<file path="src/rtl/kbc_a20_pkg.sv">
package kbc_a20_pkg;
  localparam logic [7:0] CMD_WRITE_OUTPORT = 8'hD1;
  localparam logic [7:0] CMD_PULSE_OUTPORT = 8'hFF;
  localparam logic [7:0] OUTPORT_INIT      = 8'hDD;
  localparam int         GATE_BIT          = 1;
  localparam int         RESET_BIT         = 0;
  localparam int         IBF_BIT           = 1;

  typedef enum logic {
    ARM_IDLE  = 1'b0,
    ARM_READY = 1'b1
  } arm_state_t;
endpackage

</file>
<file path="src/rtl/kbc_io_decode.sv">
module kbc_io_decode #(
  parameter int unsigned       ADDR_W    = 16,
  parameter logic [ADDR_W-1:0] CMD_PORT  = 16'h0064,
  parameter logic [ADDR_W-1:0] DATA_PORT = 16'h0060
) (
  input  logic [ADDR_W-1:0] io_addr,
  input  logic              io_wr,
  input  logic              io_rd,
  output logic              cmd_wr,
  output logic              data_wr,
  output logic              status_rd,
  output logic              data_rd
);
  logic hit_cmd, hit_data;

  always_comb begin
    hit_cmd   = (io_addr == CMD_PORT);
    hit_data  = (io_addr == DATA_PORT);
    cmd_wr    = io_wr & hit_cmd;
    data_wr   = io_wr & hit_data;
    status_rd = io_rd & hit_cmd;
    data_rd   = io_rd & hit_data;
  end
endmodule

</file>
<file path="src/rtl/kbc_busy_timer.sv">
module kbc_busy_timer #(
  parameter int unsigned CNT_W = 12
) (
  input  logic             clk,
  input  logic             rst,
  input  logic             load,
  input  logic [CNT_W-1:0] load_val,
  output logic             busy
);
  logic [CNT_W-1:0] remain_q;

  always_ff @(posedge clk) begin
    if (rst) begin
      remain_q <= '0;
    end else if (load) begin
      remain_q <= load_val;
    end else if (remain_q != '0) begin
      remain_q <= remain_q - 1'b1;
    end
  end

  assign busy = (remain_q != '0);


  busy_after_load_chk: assert property (@(posedge clk) disable iff (rst)
    (load && load_val != '0) |=> busy);


  busy_stays_low_chk: assert property (@(posedge clk) disable iff (rst)
    (!load && !busy) |=> !busy);
endmodule

</file>
<file path="src/rtl/kbc_outport_latch.sv">
module kbc_outport_latch
  import kbc_a20_pkg::*;
#(
  parameter int unsigned RST_PULSE = 16
) (
  input  logic       clk,
  input  logic       rst,
  input  logic       cmd_wr,
  input  logic       data_wr,
  input  logic [7:0] wdata,
  output logic [7:0] port_q
);
  localparam int unsigned RC_W = $clog2(RST_PULSE + 1);

  arm_state_t      arm_q;
  logic [RC_W-1:0] pulse_q;
  logic            load_en;

  assign load_en = data_wr && (arm_q == ARM_READY);

  always_ff @(posedge clk) begin
    if (rst) begin
      arm_q   <= ARM_IDLE;
      port_q  <= OUTPORT_INIT;
      pulse_q <= '0;
    end else begin
      if (pulse_q != '0) begin
        pulse_q <= pulse_q - 1'b1;
        if (pulse_q == RC_W'(1)) port_q[RESET_BIT] <= 1'b1;
      end
      if (cmd_wr) begin
        arm_q <= (wdata == CMD_WRITE_OUTPORT) ? ARM_READY : ARM_IDLE;
      end else if (load_en) begin
        arm_q   <= ARM_IDLE;
        port_q  <= wdata;
        pulse_q <= wdata[RESET_BIT] ? '0 : RC_W'(RST_PULSE);
      end
    end
  end


  gate_load_chk: assert property (@(posedge clk) disable iff (rst)
    load_en |=> port_q[GATE_BIT] == $past(wdata[GATE_BIT]));


  unarmed_ignore_chk: assert property (@(posedge clk) disable iff (rst)
    (data_wr && arm_q == ARM_IDLE && pulse_q == '0) |=> $stable(port_q));


  disarm_chk: assert property (@(posedge clk) disable iff (rst)
    (cmd_wr && wdata != CMD_WRITE_OUTPORT) |=> arm_q == ARM_IDLE);


  pulse_keep_chk: assert property (@(posedge clk) disable iff (rst)
    (cmd_wr && wdata == CMD_PULSE_OUTPORT && pulse_q == '0) |=> $stable(port_q));


  reset_source_chk: assert property (@(posedge clk) disable iff (rst)
    $fell(port_q[RESET_BIT]) |-> $past(load_en && !wdata[RESET_BIT]));
endmodule

</file>
<file path="src/rtl/kbc_a20_gate.sv">
module kbc_a20_gate
  import kbc_a20_pkg::*;
#(
  parameter int unsigned       ADDR_W        = 16,
  parameter logic [ADDR_W-1:0] CMD_PORT      = 16'h0064,
  parameter logic [ADDR_W-1:0] DATA_PORT     = 16'h0060,
  parameter int unsigned       BUSY_CYCLES   = 2000,
  parameter int unsigned       SETTLE_CYCLES = 6000,
  parameter int unsigned       RST_PULSE     = 16
) (
  input  logic              clk,
  input  logic              rst,
  input  logic [ADDR_W-1:0] io_addr,
  input  logic              io_wr,
  input  logic              io_rd,
  input  logic [7:0]        io_wdata,
  output logic [7:0]        io_rdata,
  output logic              a20_gate,
  output logic              cpu_reset_n,
  output logic [7:0]        out_port
);
  localparam int unsigned MAX_WAIT = (BUSY_CYCLES > SETTLE_CYCLES) ? BUSY_CYCLES : SETTLE_CYCLES;
  localparam int unsigned CNT_W    = $clog2(MAX_WAIT + 1);

  logic             cmd_wr, data_wr, status_rd, data_rd;
  logic             busy;
  logic [CNT_W-1:0] wait_val;
  logic [7:0]       status_w;
  logic [7:0]       port_w;

  kbc_io_decode #(
    .ADDR_W    (ADDR_W),
    .CMD_PORT  (CMD_PORT),
    .DATA_PORT (DATA_PORT)
  ) u_decode (
    .io_addr   (io_addr),
    .io_wr     (io_wr),
    .io_rd     (io_rd),
    .cmd_wr    (cmd_wr),
    .data_wr   (data_wr),
    .status_rd (status_rd),
    .data_rd   (data_rd)
  );

  assign wait_val = (cmd_wr && io_wdata == CMD_PULSE_OUTPORT) ?
                    CNT_W'(SETTLE_CYCLES) : CNT_W'(BUSY_CYCLES);

  kbc_busy_timer #(.CNT_W(CNT_W)) u_busy (
    .clk      (clk),
    .rst      (rst),
    .load     (cmd_wr | data_wr),
    .load_val (wait_val),
    .busy     (busy)
  );

  kbc_outport_latch #(.RST_PULSE(RST_PULSE)) u_latch (
    .clk     (clk),
    .rst     (rst),
    .cmd_wr  (cmd_wr),
    .data_wr (data_wr),
    .wdata   (io_wdata),
    .port_q  (port_w)
  );

  always_comb begin
    status_w          = '0;
    status_w[IBF_BIT] = busy;
  end

  always_ff @(posedge clk) begin
    if (rst) begin
      io_rdata <= '0;
    end else if (status_rd) begin
      io_rdata <= status_w;
    end else if (data_rd) begin
      io_rdata <= port_w;
    end
  end

  assign out_port    = port_w;
  assign a20_gate    = port_w[GATE_BIT];
  assign cpu_reset_n = port_w[RESET_BIT];


  status_format_chk: assert property (@(posedge clk) disable iff (rst)
    status_rd |=> (io_rdata[7:2] == 6'd0) && !io_rdata[0]);


  data_read_chk: assert property (@(posedge clk) disable iff (rst)
    data_rd |=> io_rdata == $past(port_w));
endmodule

</file>
<file path="config.mk">
export PLATFORM = sky130hd
export DESIGN_NAME = kbc_a20_gate
export DESIGN_NICKNAME = d
export VERILOG_FILES = /design/src/rtl/kbc_a20_pkg.sv /design/src/rtl/kbc_io_decode.sv /design/src/rtl/kbc_busy_timer.sv /design/src/rtl/kbc_outport_latch.sv /design/src/rtl/kbc_a20_gate.sv
export SDC_FILE = /design/constraint.sdc
export NUM_CORES = 1
export LEC_CHECK = 0
export CAP_MARGIN = 25
export CORE_MARGIN = 2
export CORE_UTILIZATION = 46
export CTS_BUF_LIST = sky130_fd_sc_hd__clkbuf_4 sky130_fd_sc_hd__clkbuf_8
export CTS_CLUSTER_SIZE = 28
export DETAILED_ROUTE_END_ITERATION = 7
export PLACE_DENSITY = 0.79
export SYNTH_ARGS = -nofsm -noshare
export SYNTH_HDL_FRONTEND = slang
export SYNTH_HIERARCHICAL = 1
export SYNTH_SLANG_ARGS = --single-unit
</file>
<file path="constraint.sdc">
create_clock -name clk -period 2.2 [get_ports clk]
set_input_delay 0.44 -clock clk [delete_from_list [all_inputs] [get_ports clk]]
set_output_delay 0.44 -clock clk [all_outputs]
set_load 0.03 [all_outputs]
</file>
### Yosys cells after proc, flatten, opt, wreduce, memory -nomap -nowiden

Cells that the tools add are included.

* bits in registers: 35
* latch bits: 0
* bits in writable memories: 0
* memory bits (read-only): 0
* output and inout bits: 18
* word-level logic and storage cells: 45
* memories: 0

* add/subtract/negate cells: 2
* multiply operators: 0
* divide/modulo/power cells: 0
* magnitude comparators: 0
* equality and inequality tests: 5
* shifts and indexed selects: 0
* multiplexer cells: 16
* bitwise operators: 6
* reduce and logical (&&, ||, !) cells: 9

Operators with widths (count)
* $mux W13: 3
* $eq A16 B7 Y1 const B: 2
* $mux W5: 4
* $eq A8 B8 Y1 const B: 2
* $reduce_bool A13 Y1: 1
* $sub A13 B1 Y13 const B: 1
* $mux W1: 7
* $reduce_bool A2 Y1: 3
* $eq A5 B1 Y1 const B: 1
* $reduce_bool A5 Y1: 1
* $sub A5 B1 Y5 const B: 1
* $and A1 B1 Y1: 4
* $mux W2: 2
* $logic_and A1 B1 Y1: 2
* $reduce_and A2 Y1: 1
* $reduce_or A2 Y1: 1
* $not A1 Y1: 1
* $or A1 B1 Y1: 1

### Longest topological paths before layout

Gate-level depths: netlist of the first run.

* depth in word-level cells: 5
* mapped depth: 9

### Modules after synthesis

Netlist of the first run, hierarchy kept.

Modules (own cells, without submodules)
* kbc_busy_timer: times used 1, cells each 89, area an instance 729.4 um2, seq. area each 260.2 um2
* kbc_outport_latch: times used 1, cells each 59, area an instance 633.1 um2, seq. area each 280.3 um2
* kbc_a20_gate: times used 1, cells each 40, area an instance 365.4 um2, seq. area each 160.2 um2
* kbc_io_decode: times used 1, cells each 11, area an instance 108.9 um2, seq. area each 0.0 um2

### Worst setup path before layout of the first run

Ideal clock, no wire load.

* path kind: input-to-reg
* start: input port io_addr[7]
* end: register u_busy.remain_q[7]
* library setup time: 0.067 ns
* arrival time: 2.105 ns
* data required time: 2.133 ns
* setup slack: 0.028 ns
* stages: 9
* buffers on the path: 1
* cell sequence: nor4b_2 nand4_2 nor2_1 or2_2 clkbuf_1 inv_1 nor2_1 nand2_1 o21ai_2

* longest elaborated chain between the ends: 5
* elaborated cells between the ends (all ways): 9

RTL lines
* start: declaration: RTL line kbc_a20_gate.sv:13 `input logic [ADDR_W-1:0] io_addr,`
* $eq A16 B7 Y1 (*): RTL line kbc_io_decode.sv:17 `hit_cmd = (io_addr == CMD_PORT);`
* $and A1 B1 Y1 (*): RTL line kbc_io_decode.sv:19 `cmd_wr = io_wr & hit_cmd;`
* net cmd_wr: RTL line kbc_a20_gate.sv:25 `logic cmd_wr, data_wr, status_rd, data_rd;`
* $logic_and A1 B1 Y1: RTL line kbc_a20_gate.sv:45 `assign wait_val = (cmd_wr && io_wdata == CMD_PULSE_OUTPORT) ?`
* $mux W13: RTL line kbc_a20_gate.sv:45
* $mux W13: RTL line kbc_busy_timer.sv:15 `end else if (load) begin`
* end signal: assignment: RTL line kbc_busy_timer.sv:16 `remain_q <= load_val;`
* end signal: assignment: RTL line kbc_busy_timer.sv:18 `remain_q <= remain_q - 1'b1;`
* end: declaration: RTL line kbc_busy_timer.sv:10 `logic [CNT_W-1:0] remain_q;`

The timed path passes the listed nets; every way through them passes the cells marked *.
A chain may end at the register's enable or synchronous reset.

### Worst setup path in the final report of the first run

* start: input port io_addr[7]
* end: register u_latch.port_q[2]

* longest elaborated chain between the ends: 4
* elaborated cells between the ends (all ways): 7

RTL lines
* $eq A16 B7 Y1: RTL line kbc_io_decode.sv:18 `hit_data = (io_addr == DATA_PORT);`
* $and A1 B1 Y1: RTL line kbc_io_decode.sv:20 `data_wr = io_wr & hit_data;`
* net data_wr: RTL line kbc_a20_gate.sv:25
* $logic_and A1 B1 Y1: RTL line kbc_outport_latch.sv:19 `assign load_en = data_wr && (arm_q == ARM_READY);`
* $reduce_and A2 Y1 (no source line)
* end signal: assignment: RTL line kbc_outport_latch.sv:35 `port_q <= wdata;`
* end: declaration: RTL line kbc_outport_latch.sv:11 `output logic [7:0] port_q`

The timed path passes the listed nets, and every way through them passes these cells.

==> results of run 1 <==
[metal layers]
layer  vias to the layer above  part of all wire (%)  wire [µm]  track usage [%]
met5                         -                     0          0                0
met4                         0                   1.5         64            7.908
met3                         5                   3.2        133            5.500
met2                        34                    47       1959            32.92
met1                       752                    48       1977            24.92
li1                        842                     -          -                -
[synthesized netlist by cell type (5+ instances only)]
cell type  number  area [µm²]
a211o_1         5       43.79
dfxtp_1        35       700.7
ha_1            5       62.56
inv_1           6       22.52
mux2i_1        12       120.1
nand2_1        20       75.07
nor2_1         19       71.32
nor2b_1         8       50.05
nor3_1          9       45.04
nor4_1          6       37.54
o21ai_0         7       35.03
xnor2_1         8       70.07
[where the power goes]
| group | internal (µW) | total (µW) | leakage [µW] | switching, µW |
|---|---|---|---|---|
| Sequential | 764 | 915 | 0.000286 | 151 |
| Combinational | 522 | 981 | 0.000728 | 458 |
| Clock | 247 | 472 | 0.0000491 | 225 |
| Total | 1530 | 2370 | 0.00106 | 834 |
[through the flow]
| stage | power, µW | area (µm²) | hold WS (ns) |
|---|---|---|---|
| after floorplan | 1651 | 1867 | 0.5081 |
| after global placement | 1868 | 2455 | 0.4715 |
| after detailed placement | 1894 | 2455 | 0.4896 |
| after CTS | 2370 | 2545 | 0.5057 |
| after global routing | 2573 | 2655 | 0.5268 |
| final | 2367 | 2655 | 0.4996 |
[worst max-delay path, cell delays in order]
cell,delay [ns]
clkdlybuf4s50_1,0.41
nor4b_2,0.25
nand4_2,0.19
nor3b_2,0.25
and3b_2,0.30
buf_12,0.13
nor2b_1,0.04
a211o_1,0.27
[sequential cells by signal (all words and copies together), names as in the netlist]
register,count
u_busy/remain_q,13
io_rdata,8
u_latch/pulse_q,5
u_latch/port_q,8
u_latch/arm_q,1
[repair_timing]
item	4_1_cts	5_1_grt
gates resized for setup	1	13
hold endpoints to repair	0	0
setup buffers	0	1
pin swaps	0	10
cloned	0	2
endpoints found under the setup margin	1	22
[final timing paths]
path	startpoint	to	cells past startpoint
min reg2reg	io_rdata[6]	io_rdata[6]	2
max reg2reg	u_busy/remain_q[0]	u_busy/remain_q[8]	6
min	io_rdata[6]	io_rdata[6]	2
max	io_addr[7]	u_latch/port_q[2]	8
[layout make-up]
| type | instances | area, µm² |
|---|---|---|
| Multi-Input combinational cell | 157 | 1122 |
| Fill cell | 299 | 1089 |
| Sequential cell | 35 | 700.7 |
| Timing Repair Buffer | 64 | 660.6 |
| Clock buffer | 7 | 83.83 |
| Tap cell | 48 | 60.06 |
| Inverter | 6 | 22.52 |
| Clock inverter | 1 | 5.005 |
[cell families (layout without fill, tap and decap cells)]
group / count (synthesis) / count (layout) / synth area share (%)
simple gates: 92 / 92 / 31.40
flops: 35 / 35 / 38.15
compound gates: 26 / 26 / 10.15
buf+inv: 15 / 78 / 4.223
xor+xnor: 12 / 12 / 5.722
mux: 12 / 12 / 6.540
fa+ha+maj: 5 / 5 / 3.406
other cells: 2 / 10 / 0.4089
==> results.md, run 1 <==
* Starting DRC count in detailed routing at 91
* Headroom to the max-slew limit at 58.37%
* Rows at 22
* Total Die Area at 4515 µm²
* R2R setup slack at 0.52 ns
* Vias in the first global route at 1,545
* H-tree levels at 2
* Mapped Cells at 199
* Async SR Flop Fraction at 0%
* Main synth FF type: dfxtp_1
* Total GRT Usage at 20.06%
* I/O pin total at 46
* Max-Cap Viols at 0
* Crit path kind: in2reg
* Worst Path Arrival at 2.28 ns
* Most frequent cells in the layout: 37 x clkdlybuf4s50_1, 35 x dfxtp_1, 20 x nand2_1
* Final hold vios at 0
* Mapped Area at 1837 µm²
* # diodes at 0
* Period minus WS final at 2.108 ns
* Total core area at 3744 µm²
* Status: finished, final reports clean
* Synthesized flop and latch total at 35
* Fin nets at 302
* Routed WL at 4134 µm
* Layout cells sized above 1 at 17.41%
* Clock Sinks at 35
* Slew Limit Fails at 0
* Synthesis Warnings at 6
* Syn Area/Cell at 9.230 µm²
* Grt total ovfl at 0
* Area Growth Syn to Fin at 44.55%
* Die width at 67.19 µm
* Worst setup SP type: input port
* Root Driver: clkbuf_8
* Layout Utilization at 70.92%
* Fin crit share at 95.83%
* Post-route setup TNS at 0 ns
* WL/cell at 13.00 µm
* Final clock skew at 0.002413 ns
* Post-synthesis sequential area ratio at 38.15%
* Buffers on Ports at 45
* Max VDD drop at 0.0003564 V
* CTS tree: built
* Largest net degree at the start of global routing at 18
* Initial antenna violation count at 0
* Post-synth EDFFs at 0
* Distinct cells, synth at 46
* HPWL after DPL at 3195 µm
* CTS Buf Count at 5
* Finished Layout Cells at 318
* Clock buffer depth at 2
* Leakage power at 0.001062 µW
* Worst-margin pin slew at 0.6188 ns
* Setup WS pre-CTS at -0.3230 ns
* Final ANT Viol Nets at 0
* Global-route wire length before repair at 6748 µm
* Die Height at 67.19 µm
* Clock latency on the worst-skew pair at 0.28 ns
* Final setup fails at 0
* Via density at 5.135
* Fmax at 0.4743 GHz
* Cts hold-fix bufs at 0
* Via Count at 1,633
* DP Cell Count at 307
* Critical Path RT at 2.38 ns
* PwrDens at 891.5 nW/µm²
* Crit path max fanout at 5
* Clock-pin transition on the worst setup and hold timing paths at 0.07 ns
* DRC Markers at 0
* Commonest non-fill, non-tap cell in the layout: clkdlybuf4s50_1
* CP endpoint kind: flop
* Initial Util at 49.06%
* TritonRoute pass-1 iters at 4
* Worst min path class: reg2reg
* Setup WS post-layout at 0.09173 ns
* RePlAce Congestion at 0.8221
No activity file was read; power rests on OpenSTA's default activity.
==> run 2, diff against run 1 <==
--- a/config.mk
+++ b/config.mk
@@ -7,11 +7,12 @@
 export LEC_CHECK = 0
 export CAP_MARGIN = 25
 export CORE_MARGIN = 2
-export CORE_UTILIZATION = 46
+export CORE_UTILIZATION = 51
 export CTS_BUF_LIST = sky130_fd_sc_hd__clkbuf_4 sky130_fd_sc_hd__clkbuf_8
 export CTS_CLUSTER_SIZE = 28
 export DETAILED_ROUTE_END_ITERATION = 7
-export PLACE_DENSITY = 0.79
+export PLACE_DENSITY = 0.82
+export REMOVE_ABC_BUFFERS = 1
 export SYNTH_ARGS = -nofsm -noshare
 export SYNTH_HDL_FRONTEND = slang
 export SYNTH_HIERARCHICAL = 1
==> constraint.sdc (replaced) <==
create_clock -name clk -period 2.1 [get_ports clk]
set_input_delay 0.42 -clock clk [delete_from_list [all_inputs] [get_ports clk]]
set_output_delay 0.42 -clock clk [all_outputs]
set_load 0.03 [all_outputs]
==> results.md, run 2 (synthesis gave the netlist of run 1 again) <==
* Status: finished, final reports clean (unchanged)
* HPWL after DPL at 3057 µm (was 3195 µm)
* Critical Path Source: io_addr[13] (was io_addr[7])
* Top delay family on crit path: simple AND/OR/NAND/NOR gates (unchanged)
* Slowest cell delay on critical path at 0.42 ns (was 0.41 ns)
* Post-CTS Setup Bufs at 0 (unchanged)
* CTS tree: built (unchanged)
* Total Die Area at 4097 µm² (was 4515 µm²)
* CP endpoint kind: flop (unchanged)
* Via Count at 1,638 (was 1,633)
* Commonest non-fill, non-tap cell in the layout: clkdlybuf4s50_1 (unchanged)
* Unrepaired setup endpoints after global routing: yes
* Die Height at 64.01 µm (was 67.19 µm)
* I/O pin total at 46 (unchanged)
* Final hold vios at 0 (unchanged)
* Global-route wire length before repair at 7079 µm (was 6748 µm)
* Clock latency on the worst-skew pair at 0.35 ns (was 0.28 ns)
* Slew Limit Fails at 0 (unchanged)
* Area Growth Syn to Fin at 40.39% (was 44.55%)
* Post-route setup TNS at 0 ns (unchanged)
* CTS Buf Count at 5 (unchanged)
* PwrDens at 968.4 nW/µm² (was 891.5 nW/µm²)
* Period minus WS final at 2.057 ns
* Die width at 64.01 µm (was 67.19 µm)
* Max FFs per register at 13 (unchanged)
* # diodes at 0 (unchanged)
* Layout cells sized above 1 at 17.98% (was 17.41%)
* Max stage delay cell, worst path: clkdlybuf4s50_1 (unchanged)
* Total core area at 3390 µm² (was 3744 µm²)
* WL/cell at 13.63 µm (was 13.00 µm)
* Pwr Total at 2497 µW (was 2367 µW)
* Biggest regs: u_busy/remain_q x13, io_rdata x8, u_latch/port_q x8 (unchanged)
* Worst Path Arrival at 2.29 ns (was 2.28 ns)
* Initial Util at 54.19% (was 49.06%)
* Routed WL at 4266 µm (was 4134 µm)
* Largest net degree at the start of global routing at 18 (unchanged)
* H-tree levels at 2 (unchanged)
* Max-Cap Viols at 0 (unchanged)
* Rows at 21 (was 22)
* Grt total ovfl at 0 (unchanged)
* Worst path cell trace: clkdlybuf4s50_1 > nor4_2 > nand4_2 > nor3b_2 > and3b_2 > buf_12 > nor2b_2 > a211o_1 (was clkdlybuf4s50_1 > nor4b_2 > nand4_2 > nor3b_2 > and3b_2 > buf_12 > nor2b_1 > a211o_1)
* Hold Worst Slack at 0.5074 ns (was 0.4996 ns)
* Crit path max fanout at 17 (was 5)
* Final ANT Viol Nets at 0 (unchanged)
* Total GRT Usage at 21.97% (was 20.06%)
* Initial antenna violation count at 0 (unchanged)
* Worst min path class: reg2reg (unchanged)
* Hold Path Origin: io_rdata[3] (was io_rdata[6])
* TritonRoute pass-1 iters at 4 (unchanged)
* RePlAce Congestion at 0.7881 (was 0.8221)
* Final setup fails at 0 (unchanged)
* Clock-pin transition on the worst setup and hold timing paths at 0.11 ns (was 0.07 ns)
* Root Driver: clkbuf_4 (was clkbuf_8)
* Starting DRC count in detailed routing at 77 (was 91)
* DRC Markers at 0 (unchanged)
* Fin nets at 299 (was 302)
* Clock buffer depth at 2 (unchanged)
* Critical Path RT at 2.33 ns (was 2.38 ns)
* Buffers on Ports at 45 (unchanged)
* Worst setup SP type: input port (unchanged)
* Biggest register: u_busy/remain_q (unchanged)
* Fmax at 0.4862 GHz
* Critical path buffers and inverters at 2 (unchanged)
* Leakage power at 0.0009872 µW (was 0.001062 µW)
* Via density at 5.233 (was 5.135)
* Most frequent cells in the layout: 43 x clkdlybuf4s50_1, 35 x dfxtp_1, 19 x nand2_1 (was 37 x clkdlybuf4s50_1, 35 x dfxtp_1, 20 x nand2_1)
* Fin crit share at 97.94%
* Clock Sinks at 35 (unchanged)
* Max VDD drop at 0.0007037 V (was 0.0003564 V)
* Final clock skew at 0.01170 ns (was 0.002413 ns)
* R2r startpoint: u_busy/remain_q[0] (unchanged)
* Vias in the first global route at 1,584 (was 1,545)
* Crit path kind: in2reg (unchanged)
-- run 2: cell count changes in the layout (fill, tap and decap cells not counted), moves of 2 or more --
cell and change:
clkbuf_16 -2, dlymetal6s2s_1 -6, clkbuf_4 +3, clkbuf_8 -4, clkdlybuf4s50_1 +6
-- run 2: per-stage QoR --
step	util (%)	setup WS, ns	instances	instance area (µm²)
floorplan	-	0.02739	198	1812
global placement	72.35	-0.2929	305	2452
detailed placement	72.35	-0.3398	305	2452
CTS	74.90	0.01802	313	2539
global route	76.08	-0.02143	313	2579
finish	76.08	0.04336	313	2579
-- run 2: where the power goes --
part | internal, µW | switching [µW] | total (µW)
clock | 281 | 233 | 515
combinational | 533 | 479 | 1010
sequential | 799 | 171 | 970
-- run 2: worst register-to-register path, cell delays in order (launching register included) --
cell and delay (ns):
dfxtp_1 0.38, inv_1 0.09, ha_1 0.21, nor4b_1 0.14
nand4_1 0.18, or3b_1 0.37, a311oi_1 0.27
-- run 2: what timing repair did --
action	CTS	global route
gates resized for setup	0	11
endpoints found under the setup margin	0	19
hold buffers	0	0
-- run 2: final timing paths --
kind | to | slack [ns] | depth (start not counted)
min | io_rdata[3] | 0.51 | 2
max | u_latch/port_q[4] | 0.04 | 8
max reg2reg | u_busy/remain_q[8] | 0.37 | 6
min reg2reg | io_rdata[3] | 0.51 | 2
-- run 2: layer usage --
metal | up-vias | track usage [%] | routed length, µm
li1 | 833 | - | -
met1 | 756 | 26.15 | 1947
met2 | 40 | 37.11 | 2021
met3 | 9 | 6.866 | 226
met4 | 0 | 7.609 | 70
met5 | - | 0 | 0
-- run 2: area by class of cell --
type / instances / area (µm²)
Multi-Input combinational cell: 157 / 1124
Fill cell: 224 / 810.8
Sequential cell: 35 / 700.7
Timing Repair Buffer: 61 / 588.1
Tap cell: 46 / 57.56
Clock buffer: 6 / 51.30
Clock inverter: 2 / 35.03
Inverter: 6 / 22.52
==> run 3, diff against run 2 <==
--- a/config.mk
+++ b/config.mk
@@ -11,6 +11,7 @@
 export CTS_BUF_LIST = sky130_fd_sc_hd__clkbuf_4 sky130_fd_sc_hd__clkbuf_8
 export CTS_CLUSTER_SIZE = 28
 export DETAILED_ROUTE_END_ITERATION = 7
+export MAX_ROUTING_LAYER = met4
 export PLACE_DENSITY = 0.82
 export REMOVE_ABC_BUFFERS = 1
 export SYNTH_ARGS = -nofsm -noshare
==> results.md, run 3 (synthesis gave the netlist of run 1 again) <==
* Final hold vios at 0 (unchanged)
* I/O pin total at 46 (unchanged)
* Part of the power in registers at 38.9% (was 38.8%)
* Worst hold path depth at 2 (unchanged)
* Worst min path class: reg2reg (unchanged)
* Grt total ovfl at 0 (unchanged)
* Starting DRC count in detailed routing at 73 (was 77)
* Initial Util at 54.19% (unchanged)
* Hold Path Origin: io_rdata[3] (unchanged)
* Root Driver: clkbuf_4 (unchanged)
* RePlAce Congestion at 0.7991 (was 0.7881)
* Finished Layout Cells at 313 (unchanged)
* Clock buffer depth at 2 (unchanged)
* Final ANT Viol Nets at 0 (unchanged)
* Commonest non-fill, non-tap cell in the layout: clkdlybuf4s50_1 (unchanged)
* P_int at 1614 µW (about the same)
* Largest net degree at the start of global routing at 18 (unchanged)
* # diodes at 0 (unchanged)
* Final setup fails at 0 (unchanged)
* Total core area at 3390 µm² (unchanged)
* Via Count at 1,652 (was 1,638)
* DP Cell Count at 305 (unchanged)
* Period minus WS final at 2.055 ns (was 2.057 ns)
* PwrDens at 968.4 nW/µm² (about the same)
* Sw frac at 35.39% (was 35.38%)
* DRC Markers at 0 (unchanged)
* Max VDD drop at 0.0007030 V (was 0.0007037 V)
* Post-CTS Setup Bufs at 0 (unchanged)
* Setup WS pre-CTS at -0.3398 ns (unchanged)
* TritonRoute pass-1 iters at 4 (unchanged)
* Worst Path Arrival at 2.29 ns (about the same)
* Buffers on Ports at 45 (unchanged)
* WL/cell at 13.63 µm (about the same)
* RR Endpoint: u_busy/remain_q[8] (unchanged)
* Slew Limit Fails at 0 (unchanged)
* Area Growth Syn to Fin at 40.39% (unchanged)
* Clock latency on the worst-skew pair at 0.35 ns (about the same)
* Critical Path RT at 2.33 ns (about the same)
* Fin nets at 299 (unchanged)
* R2r startpoint: u_busy/remain_q[0] (unchanged)
* Die width at 64.01 µm (unchanged)
* Fin crit share at 97.85% (was 97.94%)
* Crit path kind: in2reg (unchanged)
* Global-route wire length before repair at 7086 µm (was 7079 µm)
* Reg2reg path depth at 6 (unchanged)
* Rows at 21 (unchanged)
* Total GRT Usage at 22.61% (was 21.97%)
* Crit path max fanout at 17 (unchanged)
* Clock Sinks at 35 (unchanged)
* Die Height at 64.01 µm (unchanged)
* Setup WS post-layout at 0.04521 ns (was 0.04336 ns)
* Clock power share at 20.5% (was 20.6%)
* Biggest register: u_busy/remain_q (unchanged)
* Biggest regs: u_busy/remain_q x13, io_rdata x8, u_latch/port_q x8 (unchanged)
* Hold Worst Slack at 0.5072 ns (was 0.5074 ns)
* R2R setup slack at 0.37 ns (about the same)
* Final clock skew at 0.01182 ns (was 0.01170 ns)
* Most frequent cells in the layout: 43 x clkdlybuf4s50_1, 35 x dfxtp_1, 19 x nand2_1 (unchanged)
* Layout cells sized above 1 at 17.98% (unchanged)
* Fmax at 0.4867 GHz (was 0.4862 GHz)
* Combinational share of power at 40.5% (was 40.6%)
* P_sw at 883.8 µW (was 883.7 µW)
* H-tree levels at 2 (unchanged)
* CTS Buf Count at 5 (unchanged)
* CP endpoint kind: flop (unchanged)
* Via density at 5.278 (was 5.233)
* Leakage power at 0.0009872 µW (unchanged)
* Worst setup SP type: input port (unchanged)
* Max-Cap Viols at 0 (unchanged)
* Vias in the first global route at 1,592 (was 1,584)
* Total Die Area at 4097 µm² (unchanged)
* CTS tree: built (unchanged)
* Routed WL at 4267 µm (was 4266 µm)
* Layout Utilization at 76.08% (unchanged)
* Max FFs per register at 13 (unchanged)
* Unrepaired setup endpoints after global routing: yes (unchanged)
* Initial antenna violation count at 0 (unchanged)
* Clock-pin transition on the worst setup and hold timing paths at 0.11 ns (about the same)
* Status: finished, final reports clean (unchanged)
* HPWL after DPL at 3057 µm (unchanged)
* Worst Hold Endpoint: io_rdata[3] (unchanged)
-- run 3: repair_timing --
item / CTS / global route
resized for setup: 0 / 11
hold buffers: 0 / 0
endpoints found under the setup margin: 0 / 19
-- run 3: power groups by stage --
stage / clock, µW / combinational [µW] / sequential (µW)
2_1_floorplan: 0 / 782 / 942
5_1_grt: 549 / 1140 / 989
3_5_place_dp: 0 / 995 / 981
6_report: 513 / 1010 / 972
3_3_place_gp: 0 / 968 / 972
4_1_cts: 528 / 1010 / 968
-- run 3: worst max path at each step --
stage	startpoint	end	slack, ns
detailed placement	io_addr[7]	u_latch/port_q[0]	-0.34
CTS	io_addr[12]	u_latch/port_q[0]	0.02
global route	io_addr[13]	u_busy/remain_q[9]	-0.02
finish	io_addr[13]	u_latch/port_q[4]	0.05
floorplan	io_addr[7]	u_latch/port_q[0]	0.03
global placement	io_addr[8]	u_latch/port_q[0]	-0.29
-- run 3: final cells by class --
cell class / count / area [µm²]
Fill cell: 224 / 810.8
Sequential cell: 35 / 700.7
Timing Repair Buffer: 61 / 588.1
Clock buffer: 6 / 51.30
Inverter: 6 / 22.52
Tap cell: 46 / 57.56
Clock inverter: 2 / 35.03
Multi-Input combinational cell: 157 / 1124
-- run 3: worst max-delay path, stage by stage --
cell,delay (ns)
clkdlybuf4s50_1,0.42
nor4_2,0.32
nand4_2,0.17
nor3b_2,0.25
and3b_2,0.24
buf_12,0.15
nor2b_2,0.05
a211o_1,0.28
-- run 3: per-stage QoR --
step	setup TNS, ns	total power, µW	cell area [µm²]
after global routing	-0.03667	2676	2579
after global placement	-6.250	1940	2452
after detailed placement	-7.427	1976	2452
after floorplan	0	1724	1812
after CTS	0	2504	2539
final	0	2497	2579
-- run 3: per-layer routing --
metal | part of all wire [%] | track usage (%) | vias to the layer above
li1 | - | - | 833
met1 | 45 | 26.26 | 767
met2 | 47 | 37.11 | 46
met3 | 6.3 | 6.866 | 6
met4 | 1.2 | 7.609 | 0
met5 | 0 | - | -
